$ cat config.mk
export PLATFORM = sky130hd
export DESIGN_NAME = spi_ctl
export DESIGN_NICKNAME = d
export VERILOG_FILES = /design/src/rtl/spi_ctl_pkg.sv /design/src/rtl/spi_ctl_clkdiv.sv /design/src/rtl/spi_ctl_flags.sv /design/src/rtl/spi_ctl_engine.sv /design/src/rtl/spi_ctl.sv
export SDC_FILE = /design/constraint.sdc
export NUM_CORES = 1
export LEC_CHECK = 0
export BUFFER_PORTS_ARGS = -buffer_cell sky130_fd_sc_hd__buf_4
export CORE_UTILIZATION = 41
export DETAILED_ROUTE_END_ITERATION = 8
export PLACE_DENSITY = 0.65
export SYNTH_ARGS = -nofsm -noshare
export SYNTH_HDL_FRONTEND = slang
export SYNTH_SLANG_ARGS = --single-unit
$ cat constraint.sdc
create_clock -name clk -period 3.47 [get_ports clk]
set_input_delay 0.694 -clock clk [delete_from_list [all_inputs] [get_ports clk]]
set_output_delay 0.694 -clock clk [all_outputs]
set_load 0.005 [all_outputs]
$ cat src/rtl/spi_ctl_pkg.sv
package spi_ctl_pkg;
   localparam int ADDR_W = 3;
   localparam logic [ADDR_W-1:0] A_CTRL_A = 3'd0;
   localparam logic [ADDR_W-1:0] A_CTRL_B = 3'd1;
   localparam logic [ADDR_W-1:0] A_RATE   = 3'd2;
   localparam logic [ADDR_W-1:0] A_STATUS = 3'd3;
   localparam logic [ADDR_W-1:0] A_DATA   = 3'd4;

   // bit positions inside the control and status registers
   localparam int CA_IE    = 7;
   localparam int CA_EN    = 6;
   localparam int CA_MSTR  = 4;
   localparam int CB_ONEW  = 0;
   localparam int CB_DRIVE = 1;
   localparam int ST_DONE  = 7;
   localparam int ST_WCOL  = 6;

   typedef struct packed {
      logic ie;
      logic en;
      logic master;
      logic one_wire;
      logic drive;
   } spi_cfg_t;
endpackage

$ cat src/rtl/spi_ctl_clkdiv.sv
module spi_ctl_clkdiv #(
   parameter int RATE_W = 3
) (
   input  logic              clk,
   input  logic              rst_n,
   input  logic              run,
   input  logic [RATE_W-1:0] rate,
   output logic              tick
);
   localparam int CNT_W = (1 << RATE_W) - 1;

   logic [CNT_W-1:0] cnt;
   logic [CNT_W-1:0] last;
   logic [CNT_W-1:0] ones;

   always_comb begin
      ones = '1;
      last = ones >> (CNT_W - int'(rate));
      tick = run && (cnt == last);
   end

   always_ff @(posedge clk or negedge rst_n) begin
      if (!rst_n)            cnt <= '0;
      else if (!run || tick) cnt <= '0;
      else                   cnt <= cnt + 1'b1;
   end
endmodule

$ cat src/rtl/spi_ctl_flags.sv
module spi_ctl_flags (
   input  logic clk,
   input  logic rst_n,
   input  logic fin,
   input  logic collide,
   input  logic stat_rd,
   input  logic data_acc,
   output logic done,
   output logic wcol
);
   logic armed;
   logic clr;

   assign clr = data_acc && armed;

   always_ff @(posedge clk or negedge rst_n) begin
      if (!rst_n) begin
         armed <= 1'b0;
         done  <= 1'b0;
         wcol  <= 1'b0;
      end else begin
         if (data_acc)                     armed <= 1'b0;
         else if (stat_rd && (done || wcol)) armed <= 1'b1;

         if (fin)      done <= 1'b1;
         else if (clr) done <= 1'b0;

         if (collide)  wcol <= 1'b1;
         else if (clr) wcol <= 1'b0;
      end
   end
endmodule

$ cat src/rtl/spi_ctl_engine.sv
module spi_ctl_engine #(
   parameter int DATA_W      = 8,
   parameter int SYNC_STAGES = 2
) (
   input  logic              clk,
   input  logic              rst_n,
   input  logic              en,
   input  logic              master,
   input  logic              one_wire,
   input  logic              drive,
   input  logic              tick,
   input  logic              load,
   input  logic [DATA_W-1:0] load_data,
   input  logic              sclk_i,
   input  logic              ss_n_i,
   input  logic              mosi_i,
   input  logic              miso_i,
   output logic              busy,
   output logic              fin,
   output logic [DATA_W-1:0] rx_data,
   output logic              sclk_o,
   output logic              sclk_oe,
   output logic              mosi_o,
   output logic              mosi_oe,
   output logic              miso_o,
   output logic              miso_oe
);
   localparam int EDGE_W = $clog2(2 * DATA_W);
   localparam int BIT_W  = $clog2(DATA_W);
   localparam logic [EDGE_W-1:0] LAST_EDGE = EDGE_W'(2 * DATA_W - 1);
   localparam logic [BIT_W-1:0]  LAST_BIT  = BIT_W'(DATA_W - 1);

   logic master_on, slave_on;
   logic [2:0] raw, synced;
   logic s_sclk, s_ss_n, s_din, s_sclk_prev, s_sel, s_sel_prev, s_rise, s_fall;
   logic m_in, m_busy, sclk_q, in_bit;
   logic [EDGE_W-1:0] edges;
   logic [BIT_W-1:0]  bits;
   logic [DATA_W-1:0] sreg, rx_q, rx_next;

   assign master_on = en && master;
   assign slave_on  = en && !master;
   assign raw       = {sclk_i, ss_n_i, one_wire ? miso_i : mosi_i};

   generate
      if (SYNC_STAGES == 0) begin : g_nosync
         assign synced = raw;
      end else begin : g_sync
         logic [2:0] stg [SYNC_STAGES];
         always_ff @(posedge clk or negedge rst_n) begin
            if (!rst_n) begin
               for (int i = 0; i < SYNC_STAGES; i++) stg[i] <= 3'b010;
            end else begin
               stg[0] <= raw;
               for (int i = 1; i < SYNC_STAGES; i++) stg[i] <= stg[i-1];
            end
         end
         assign synced = stg[SYNC_STAGES-1];
      end
   endgenerate

   assign {s_sclk, s_ss_n, s_din} = synced;
   assign s_sel  = !s_ss_n;
   assign s_rise = s_sclk && !s_sclk_prev;
   assign s_fall = !s_sclk && s_sclk_prev;
   assign m_in   = one_wire ? mosi_i : miso_i;

   always_comb begin
      rx_next = {sreg[DATA_W-2:0], master_on ? in_bit : s_din};
      if (master_on) fin = m_busy && tick && (edges == LAST_EDGE);
      else           fin = slave_on && s_sel && s_rise && (bits == LAST_BIT);
      busy = master_on ? m_busy : (slave_on && s_sel);
   end

   always_ff @(posedge clk or negedge rst_n) begin
      if (!rst_n) begin
         s_sclk_prev <= 1'b0;
         s_sel_prev  <= 1'b0;
         m_busy      <= 1'b0;
         sclk_q      <= 1'b0;
         in_bit      <= 1'b0;
         edges       <= '0;
         bits        <= '0;
         sreg        <= '0;
         rx_q        <= '0;
      end else begin
         s_sclk_prev <= s_sclk;
         s_sel_prev  <= s_sel;
         if (master_on) begin
            if (m_busy) begin
               if (tick) begin
                  sclk_q <= ~sclk_q;
                  edges  <= edges + 1'b1;
                  if (!sclk_q) in_bit <= m_in;
                  else         sreg   <= {sreg[DATA_W-2:0], in_bit};
                  if (fin) begin
                     m_busy <= 1'b0;
                     rx_q   <= rx_next;
                  end
               end
            end else if (load) begin
               sreg   <= load_data;
               m_busy <= 1'b1;
               sclk_q <= 1'b0;
               edges  <= '0;
            end
         end else begin
            m_busy <= 1'b0;
            sclk_q <= 1'b0;
            if (slave_on) begin
               if (s_sel && !s_sel_prev) bits <= '0;
               if (load && !s_sel) begin
                  sreg <= load_data;
               end else if (s_sel && s_rise) begin
                  in_bit <= s_din;
                  bits   <= bits + 1'b1;
                  if (fin) rx_q <= rx_next;
               end else if (s_sel && s_fall) begin
                  sreg <= {sreg[DATA_W-2:0], in_bit};
               end
            end
         end
      end
   end

   assign rx_data = rx_q;
   assign sclk_o  = sclk_q;
   assign sclk_oe = master_on;
   assign mosi_o  = sreg[DATA_W-1];
   assign mosi_oe = master_on && (!one_wire || drive);
   assign miso_o  = sreg[DATA_W-1];
   assign miso_oe = slave_on && s_sel && (!one_wire || drive);
endmodule

$ cat src/rtl/spi_ctl.sv
module spi_ctl
   import spi_ctl_pkg::*;
#(
   parameter int DATA_W      = 8,
   parameter int RATE_W      = 3,
   parameter int SYNC_STAGES = 2
) (
   input  logic              clk,
   input  logic              rst_n,
   input  logic              bus_sel,
   input  logic              bus_wr,
   input  logic [2:0]        bus_addr,
   input  logic [DATA_W-1:0] bus_wdata,
   output logic [DATA_W-1:0] bus_rdata,
   output logic              irq,
   output logic              sclk_o,
   output logic              sclk_oe,
   input  logic              sclk_i,
   input  logic              ss_n_i,
   output logic              mosi_o,
   output logic              mosi_oe,
   input  logic              mosi_i,
   output logic              miso_o,
   output logic              miso_oe,
   input  logic              miso_i
);
   generate
      if (DATA_W < 8) begin : g_bad_width
         $error("spi_ctl: DATA_W must be at least 8");
      end
      if (RATE_W < 1 || RATE_W > 5) begin : g_bad_rate
         $error("spi_ctl: RATE_W must lie in 1..5");
      end
      if (SYNC_STAGES < 0 || SYNC_STAGES > 4) begin : g_bad_sync
         $error("spi_ctl: SYNC_STAGES must lie in 0..4");
      end
   endgenerate

   spi_cfg_t          cfg;
   logic [RATE_W-1:0] rate;
   logic data_acc, data_wr, stat_rd, eng_busy, load, collide;
   logic tick, fin, done, wcol;
   logic [DATA_W-1:0] rx_data;

   assign data_acc = bus_sel && (bus_addr == A_DATA);
   assign data_wr  = data_acc && bus_wr;
   assign stat_rd  = bus_sel && !bus_wr && (bus_addr == A_STATUS);
   assign load     = data_wr && cfg.en && !eng_busy;
   assign collide  = data_wr && cfg.en && eng_busy;

   always_ff @(posedge clk or negedge rst_n) begin
      if (!rst_n) begin
         cfg  <= '0;
         rate <= '0;
      end else if (bus_sel && bus_wr) begin
         case (bus_addr)
            A_CTRL_A: begin
               cfg.ie     <= bus_wdata[CA_IE];
               cfg.en     <= bus_wdata[CA_EN];
               cfg.master <= bus_wdata[CA_MSTR];
            end
            A_CTRL_B: begin
               cfg.one_wire <= bus_wdata[CB_ONEW];
               cfg.drive    <= bus_wdata[CB_DRIVE];
            end
            A_RATE:  rate <= bus_wdata[RATE_W-1:0];
            default: ;
         endcase
      end
   end

   always_comb begin
      bus_rdata = '0;
      if (bus_sel && !bus_wr) begin
         case (bus_addr)
            A_CTRL_A: begin
               bus_rdata[CA_IE]   = cfg.ie;
               bus_rdata[CA_EN]   = cfg.en;
               bus_rdata[CA_MSTR] = cfg.master;
            end
            A_CTRL_B: begin
               bus_rdata[CB_ONEW]  = cfg.one_wire;
               bus_rdata[CB_DRIVE] = cfg.drive;
            end
            A_RATE:   bus_rdata[RATE_W-1:0] = rate;
            A_STATUS: begin
               bus_rdata[ST_DONE] = done;
               bus_rdata[ST_WCOL] = wcol;
            end
            A_DATA:   bus_rdata = rx_data;
            default:  bus_rdata = '0;
         endcase
      end
   end

   spi_ctl_clkdiv #(.RATE_W(RATE_W)) u_div (
      .clk(clk), .rst_n(rst_n),
      .run(eng_busy && cfg.en && cfg.master),
      .rate(rate), .tick(tick)
   );

   spi_ctl_engine #(.DATA_W(DATA_W), .SYNC_STAGES(SYNC_STAGES)) u_eng (
      .clk(clk), .rst_n(rst_n),
      .en(cfg.en), .master(cfg.master), .one_wire(cfg.one_wire), .drive(cfg.drive),
      .tick(tick), .load(load), .load_data(bus_wdata),
      .sclk_i(sclk_i), .ss_n_i(ss_n_i), .mosi_i(mosi_i), .miso_i(miso_i),
      .busy(eng_busy), .fin(fin), .rx_data(rx_data),
      .sclk_o(sclk_o), .sclk_oe(sclk_oe), .mosi_o(mosi_o), .mosi_oe(mosi_oe),
      .miso_o(miso_o), .miso_oe(miso_oe)
   );

   spi_ctl_flags u_flags (
      .clk(clk), .rst_n(rst_n),
      .fin(fin), .collide(collide), .stat_rd(stat_rd), .data_acc(data_acc),
      .done(done), .wcol(wcol)
   );

   assign irq = cfg.ie && done;
endmodule

Yosys cells after proc, flatten, opt, wreduce, memory -nomap -nowiden
Index checks and enable logic that the tools add are counted.
Cells by class
  $add $sub $neg: 4
  multipliers: 0
  divide/modulo/power cells: 0
  $lt $le $gt $ge: 0
  eq/ne operators: 16
  shift-type cells: 1
  multiplexer cells: 56
  bitwise operators: 2
  reduce and logical (&&, ||, !) cells: 58
Operators with widths (number)
  2-to-1 mux 8 bit: 17
  right shift 7 x 32 -> 7 bit, first input constant: 1
  logical AND 1 bit: 29
  2-to-1 mux 1 bit: 28
  2-to-1 mux 4 bit: 3
  one-hot mux 2 bit (3 select lines): 2
  AND reduction 6 bit: 2
  nonzero test 2 bit: 6
  AND reduction 2 bit: 5
  logical NOT 1 bit: 9
  2-to-1 mux 3 bit: 3
  inequality test 2 bit, second input constant: 4
  adder 7 x 1 -> 7 bit, second input constant: 1
  == test 7 bit: 1
  2-to-1 mux 7 bit: 1
  == test 3 x 2 -> 1 bit, second input constant: 2
  == test 3 bit, second input constant: 2
  inequality test 3 bit, second input constant: 2
  AND reduction 5 bit: 1
  adder 4 x 1 -> 4 bit, second input constant: 1
  == test 4 bit, second input constant: 1
  one-hot mux 1 bit (2 select lines): 2
  subtractor 3 x 3 -> 4 bit, first input constant: 1
  adder 3 x 1 -> 3 bit, second input constant: 1
  other kinds (9): 12
Storage, ports and cells
  bits in registers: 52
  bits in latches: 0
  bits in writable memories: 0
  memory bits (read-only): 0
  bits of input ports: 19
  output and inout bits: 15
  memories: 0

Depth between registers and ports, before layout
Gate-level depths: netlist of the first run.
  word-level depth: 15
  gate-level depth with buffers: 8

Hierarchy
From an unflattened synthesis of the first run, not the netlist that was laid out.
Second synthesis, totals
  cell total of the unflattened synthesis: 254
  area total of the unflattened synthesis: 2870.3 sq um
Modules (own cells, without submodules)
  spi_ctl_engine: times used 1, cells an instance 123, area an instance 1574.0 sq um
  spi_ctl: times used 1, cells an instance 65, area an instance 684.4 sq um
  spi_ctl_clkdiv: times used 1, cells an instance 57, area an instance 504.2 sq um
  spi_ctl_flags: times used 1, cells an instance 9, area an instance 107.6 sq um

Worst setup path after synthesis of the first run
No wires, ideal clock.
  path kind: in2reg
  from: input port bus_addr[2]
  to: register u_eng.sreg[0]
  data arrival time: 2422 ps
  required time: 3345 ps
  setup slack: 924 ps
  stages on the path: 6
  path buffers: 1
  path through: buf_2 -> nor3b_2 -> and4_1 -> a31oi_1 -> mux2_2 -> mux2_2
On the way
  longest elaborated chain between the ends: 9
  elaborated cells on any way between the ends: 13
RTL lines
  from (decl): RTL line spi_ctl.sv:12  | input logic [2:0] bus_addr,
  == test 3 bit *: RTL line spi_ctl.sv:45  | assign data_acc = bus_sel && (bus_addr == A_DATA);
  logical AND 1 bit *: RTL line spi_ctl.sv:45
  logical AND 1 bit *: RTL line spi_ctl.sv:46  | assign data_wr = data_acc && bus_wr;
  logical AND 1 bit * (2 in series): RTL line spi_ctl.sv:48  | assign load = data_wr && cfg.en && !eng_busy;
  branches (longest 4 deep; another with AND reduction 6 bit)
  to (signal assigned): RTL line spi_ctl_engine.sv:95  | else sreg <= {sreg[DATA_W-2:0], in_bit};
  to (signal assigned): RTL line spi_ctl_engine.sv:113  | sreg <= load_data;
  to (signal assigned): RTL line spi_ctl_engine.sv:119  | sreg <= {sreg[DATA_W-2:0], in_bit};
  to (decl): RTL line spi_ctl_engine.sv:39  | logic [DATA_W-1:0] sreg, rx_q, rx_next;
Mark *: on every way between the ends. The select of a mux whose other input is x is not followed.
A chain may end at the register's enable or synchronous reset.

Worst setup path in the final report of the first run
  from: register rate[1]
  to: register u_eng.rx_q[2], in the netlist u_eng.rx_data[2]
On the way
  longest elaborated chain between the ends: 12
  elaborated cells on any way between the ends: 16
RTL lines
  from (decl): RTL line spi_ctl.sv:40  | logic [RATE_W-1:0] rate;
  from (signal assigned): RTL line spi_ctl.sv:66  | A_RATE: rate <= bus_wdata[RATE_W-1:0];
  subtractor 3 x 3 -> 4 bit *: RTL line spi_ctl_clkdiv.sv:18  | last = ones >> (CNT_W - int'(rate));
  right shift 7 x 32 -> 7 bit *: RTL line spi_ctl_clkdiv.sv:18
  == test 7 bit *: RTL line spi_ctl_clkdiv.sv:19  | tick = run && (cnt == last);
  logical AND 1 bit *: RTL line spi_ctl_clkdiv.sv:19
  logical AND 1 bit (2 in series): RTL line spi_ctl_engine.sv:70  | if (master_on) fin = m_busy && tick && (edges == LAST_EDGE);
  2-to-1 mux 1 bit: RTL line spi_ctl_engine.sv:70
  2-to-1 mux 8 bit (5 in series)
  to (signal assigned): RTL line spi_ctl_engine.sv:98  | rx_q <= rx_next;
  to (signal assigned): RTL line spi_ctl_engine.sv:117  | if (fin) rx_q <= rx_next;
  to (decl): RTL line spi_ctl_engine.sv:39
Mark *: on every way between the ends. The rest lies on a longest branch, timed or not. The select of a mux whose other input is x is not followed.

==> impl_metrics.ini, run 1 <==
[run_status]
status = finished clean

[worst_setup_path]
path_cells = or3_1 -> or3_1 -> a32oi_2 -> nand2_4 -> o31a_1 -> mux2_4
critPathBufInv = 0
endpoint_kind = flip-flop
worstPathArrival_ns = 2.85
worstSetupPathType = reg -> reg
cpMaxStageDelayCell = dfrtp_1
slowest_delay_ns = 0.50
cp_top_family = simple AND/OR/NAND/NOR gates
crit_fanout = 11
crit_path_frequent_cell = or3_1
crit_required_ns = 3.66
crit_path_start_kind = flip-flop

[floorplan]
start_util_pct = 42.8
chipHeight_um = 83.6
ios = 34
core_um2 = 6390
rows = 29
die_w_um = 83.6
dieArea_um2 = 6990

[synthesis]
synth-async-reset-ratio_pct = 100
yosysTopAreaCell = dfrtp_1
syn-num-nets = 272
yosysSeqAreaShare_pct = 47.7
yosysTopAreaCellShare_pct = 45.8
synth.ff_latch_count = 52
yosysWarnings = 0
syn-cell-area_um2 = 2730
synth_flop_cell = dfrtp_1
synth_edf_count = 0
synth_cells = 249
synth.avg_cell_area_um2 = 11.0
synthTopCellsByArea = dfrtp_1 46%, mux2_2 11%, mux2_4 4.4%
ys_types = 53

[place]
hpwl_mm = 4.19
port_buffers = 33
gp_congestion = 0.815

[power_and_ir_drop]
power.share.combinational_pct = 18.8
power_density_nw_per_um2 = 469
netSwitchingPower_mw = 0.413
leakage_nw = 1.43
clock_power_share_pct = 29.0
swShare_pct = 28.2
seqPwrFrac_pct = 52.2
vdd_drop_max_uv = 321
total_power_mw = 1.46
intPower_mw = 1.05

[timing]
tightest_slew_ns = 0.659
min_period_ns = 2.66
drv_slew = 0
rsz0062_at_grt = false
clock_skew_ns = 0.00713
fmax_mhz = 375
min_period_over_period_pct = 76.7
setup_viol = 0
relSlewSlack_pct = 55.7
fin_setup_tns_ns = 0
hold_viol = 0

[clocking]
cts_hold_buf = 0
cts_setup_buffers = 0
clkLatencyLatePin_ns = 0.30
postCtsResizedCells = 0
cts_max_level = 2
cts_sinks = 52
cts_buffers = 5
cts_tree = built
clock-root-buffer = clkbuf_8
cts.clk_slew.worst_paths_ns = 0.10
clockBufferDepth = 2

[finish]
fill_cells = 589
final-seq-area_um2 = 1300
multi_input_area_um2 = 1340
fin_nets = 301
antennaDiodeCount = 0
syn2layout_area_growth_pct = 14.1
final_cell_mix = 50 x dfrtp_1, 34 x buf_4, 27 x mux2_2
final_common_cell = dfrtp_1
drive_gt1_share_pct = 30.8

[global_route]
first_global_vias = 1944
grt_pass1_wl_mm = 9.80
grt_overflow = 0
antenna_found_initial = 0
grt_max_degree = 53
grtUsageTotal_pct = 17.6

[route]
firstDrtPassIters = 5
drt-initial-drc-count = 148
antenna_left = 0
wl_per_cell_um = 16.1
remaining_drc_errors = 0
wirelength_mm = 5.72
vias_per_cell = 5.66
via_count = 2014

[worst_hold_path]
hold_path.class = reg -> reg

[job]
cap_viol_max_count = 0
==> sequential cells by signal, indices dropped and copies added (netlist names) <==
register	flops
u_eng.rx_data	8
u_eng.sreg	8
u_div.cnt	7
cfg	5
u_eng.edges	4
rate	3
u_eng.bits	3
u_eng.g_sync.stg	3
u_eng.synced	3
u_eng.in_bit	1
u_eng.m_busy	1
u_eng.s_sclk_prev	1
u_eng.s_sel_prev	1
u_eng.sclk_o	1
u_flags.armed	1
u_flags.done	1
u_flags.wcol	1
==> layer usage <==
| metal | up-vias | part of all wire [%] | GRT usage [%] |
|---|---|---|---|
| li1 | 966 | - | - |
| met1 | 1010 | 51 | 27.1 |
| met2 | 36 | 45 | 25.2 |
| met3 | 2 | 3.2 | 2.87 |
| met4 | 0 | 0.52 | 5.08 |
| met5 | - | 0 | 0 |
==> logic make-up (layout without fill, tap and decap cells) <==
kind of cell | after synthesis | count (layout) | share of synthesized area, %
and+or+nand+nor | 96 | 96 | 19.0
DFF | 52 | 52 | 47.7
muxes | 38 | 38 | 16.6
AOI/OAI and AO/OA | 37 | 37 | 9.53
buffers and inverters | 16 | 46 | 3.39
xor gates and xnor gates | 6 | 6 | 1.92
adders and majority gates | 4 | 4 | 1.83
==> layout make-up <==
class,instances,share of cell area [%]
Multi-Input combinational cell,181,42.8
Clock inverter,2,1.24
Sequential cell,52,41.8
Clock buffer,6,2.33
Tap cell,77,3.09
Inverter,4,0.482
Timing Repair Buffer,34,8.19
==> power groups by stage <==
stage,registers (mW),clock network [mW],logic (mW)
2_1_floorplan,0.723,0,0.231
3_3_place_gp,0.773,0,0.268
3_5_place_dp,0.774,0,0.275
4_1_cts,0.762,0.434,0.277
5_1_grt,0.774,0.459,0.310
6_report,0.762,0.424,0.275
==> cell usage after synthesis, types with 4 or more instances <==
| master | number |
|---|---|
| dfrtp_1 | 50 |
| mux2_2 | 27 |
| nor2_1 | 23 |
| nand2_1 | 20 |
| a21oi_1 | 12 |
| nand3_1 | 11 |
| mux2_4 | 8 |
| clkbuf_1 | 5 |
| nor3_1 | 5 |
| o21ai_0 | 5 |
| and3_1 | 4 |
| ha_1 | 4 |
| inv_1 | 4 |
| nand3b_1 | 4 |
| nand4_1 | 4 |
| nor2b_1 | 4 |
| xor2_1 | 4 |
==> worst paths after layout <==
| kind | start | end | slack, ns | cells past startpoint |
|---|---|---|---|---|
| max in group asynchronous | rst_n | cfg[0] | 2.62 | 1 |
| hold reg to reg | u_eng.g_sync.stg[4] | u_eng.synced[1] | 0.36 | 0 |
| min in group asynchronous | rst_n | cfg[4] | 0.41 | 1 |
| setup / recovery | rate[1] | u_eng.rx_data[2] | 0.81 | 6 |
| setup reg to reg | rate[1] | u_eng.rx_data[2] | 0.81 | 6 |
| hold / removal | u_eng.g_sync.stg[4] | u_eng.synced[1] | 0.36 | 0 |
==> metrics by stage <==
| stage | utilization [%] | setup slack, ns | hold slack [ns] | area, µm² | instances |
|---|---|---|---|---|---|
| after floorplan | - | 0.924 | 0.331 | 2730 | 249 |
| after global placement | 47.1 | 0.844 | 0.333 | 3010 | 348 |
| after detailed placement | 47.1 | 0.816 | 0.347 | 3010 | 348 |
| after CTS | 48.8 | 0.811 | 0.362 | 3120 | 356 |
| after global routing | 48.8 | 0.701 | 0.369 | 3120 | 356 |
| final | 48.8 | 0.807 | 0.361 | 3120 | 356 |
(Power assumes the default switching activity.)
==> inputs of run 2 (changes only) <==
Clock period 3.47 ns to 2.7 ns, I/O delays scaled along.
==> impl_metrics.ini, run 2 (same netlist as run 1, synthesis figures left out) <==
[global_route]
grt_pass1_wl_mm = 9.62
first_global_vias = 1913
grt_max_degree = 53
grt_overflow = 0
grtUsageTotal_pct = 17.2
antenna_found_initial = 0

[worst_setup_path]
worstPathArrival_ns = 2.71
crit_required_ns = 2.90
crit_fanout = 10
worstSetupPathType = reg -> reg
cpMaxStageDelayCell = o31a_1
crit_path_frequent_cell = or3_1
worstRegToRegCells = 6
path_cells = or3_1 -> or3_1 -> a32oi_2 -> nand2_4 -> o31a_1 -> mux2_4
cp-startpoint = rate[1]
rrSetupSlack_ns = 0.19
rr_startpoint = rate[1]
slowest_delay_ns = 0.49
timing.rr.end = u_eng.rx_data[1]
crit_path_start_kind = flip-flop
endpoint_kind = flip-flop

[timing]
setup_viol = 0
hold_viol = 0
rsz0062_at_grt = false
fmax_mhz = 399
min_period_ns = 2.51
fin_setup_tns_ns = 0
tightest_slew_ns = 0.654
setup_ws_ns = 0.192
min_period_over_period_pct = 92.9
clock_skew_ns = 0.0103
drv_slew = 0
holdWs_ns = 0.231
relSlewSlack_pct = 56.4

[clocking]
cts_hold_buf = 0
cts_tree = built
clkLatencyLatePin_ns = 0.31
cts_setup_buffers = 0
cts_max_level = 2
cts_sinks = 52
cts_buffers = 5
cts.clk_slew.worst_paths_ns = 0.11
clock-root-buffer = clkbuf_8
clockBufferDepth = 2
postCtsResizedCells = 0

[place]
dp.cells = 353
hpwl_mm = 4.16
post-place-ws_ns = 0.192
dpl_cell_area_um2 = 3040
port_buffers = 33
gp_congestion = 0.829

[power_and_ir_drop]
power_density_nw_per_um2 = 584
vdd_drop_max_uv = 365
total_power_mw = 1.83
leakage_nw = 1.45

[route]
firstDrtPassIters = 4
via_count = 2028
wl_per_cell_um = 15.7
vias_per_cell = 5.62
drt-initial-drc-count = 95
remaining_drc_errors = 0
antenna_left = 0
wirelength_mm = 5.68

[finish]
final_common_cell = dfrtp_1
fin_nets = 306
multi_input_area_um2 = 1340
drive_gt1_share_pct = 32.4
stdcell_count = 361
final_area_um2 = 3140
fill_cells = 588
antennaDiodeCount = 0
post-route-util_pct = 49.2
syn2layout_area_growth_pct = 15.0
final_cell_mix = 50 x dfrtp_1, 39 x buf_4, 27 x mux2_2
final-seq-area_um2 = 1300

[floorplan]
rows = 29
start_util_pct = 42.8
ios = 34
chipHeight_um = 83.6
dieArea_um2 = 6990
core_um2 = 6390
die_w_um = 83.6

[worst_hold_path]
hold_path.class = in -> async

[run_status]
status = finished clean

[job]
cap_viol_max_count = 0
[run 2: cell types whose count changed in the layout (fill, tap and decap cells not counted), sizes merged]
cell / change
inv: +2
buf: +5
bufinv: -1
clkbuf: -1
[run 2: worst max path at each step]
stage                       endpoint  slack, ns  cells past startpoint
floorplan           u_eng.rx_data[0]       0.30                      8
global placement    u_eng.rx_data[7]       0.25                      6
detailed placement  u_eng.rx_data[0]       0.19                      6
CTS                 u_eng.rx_data[0]       0.17                      6
global route        u_eng.rx_data[1]       0.07                      6
finish              u_eng.rx_data[1]       0.19                      6
[run 2: per-layer routing]
metal,track usage (%),wire length (µm),vias to the layer above
met5,0,0,-
met4,4.62,30,0
met3,2.77,237,2
met2,24.7,2520,44
met1,26.8,2890,997
li1,-,-,985
[run 2: layout make-up]
cell class | instances | area share (%)
well taps | 77 | 3.07
clock buffers | 5 | 2.19
multi-input cells | 181 | 42.5
repair buffers | 39 | 9.32
flip-flops and latches | 52 | 41.5
inverters | 4 | 0.478
clock inverters | 3 | 0.916
[run 2: report_power, final]
part           internal (mW)  switching [mW]
sequential             0.870          0.0753
combinational          0.215           0.192
clock                  0.196           0.286
[run 2: worst max-delay path, delay by kind of cell, from the launching register on]
kind               cells  cell delay (ns)
muxes                  1             0.35
DFF                    1             0.38
AOI/OAI and AO/OA      2             0.83
and+or+nand+nor        3             0.84
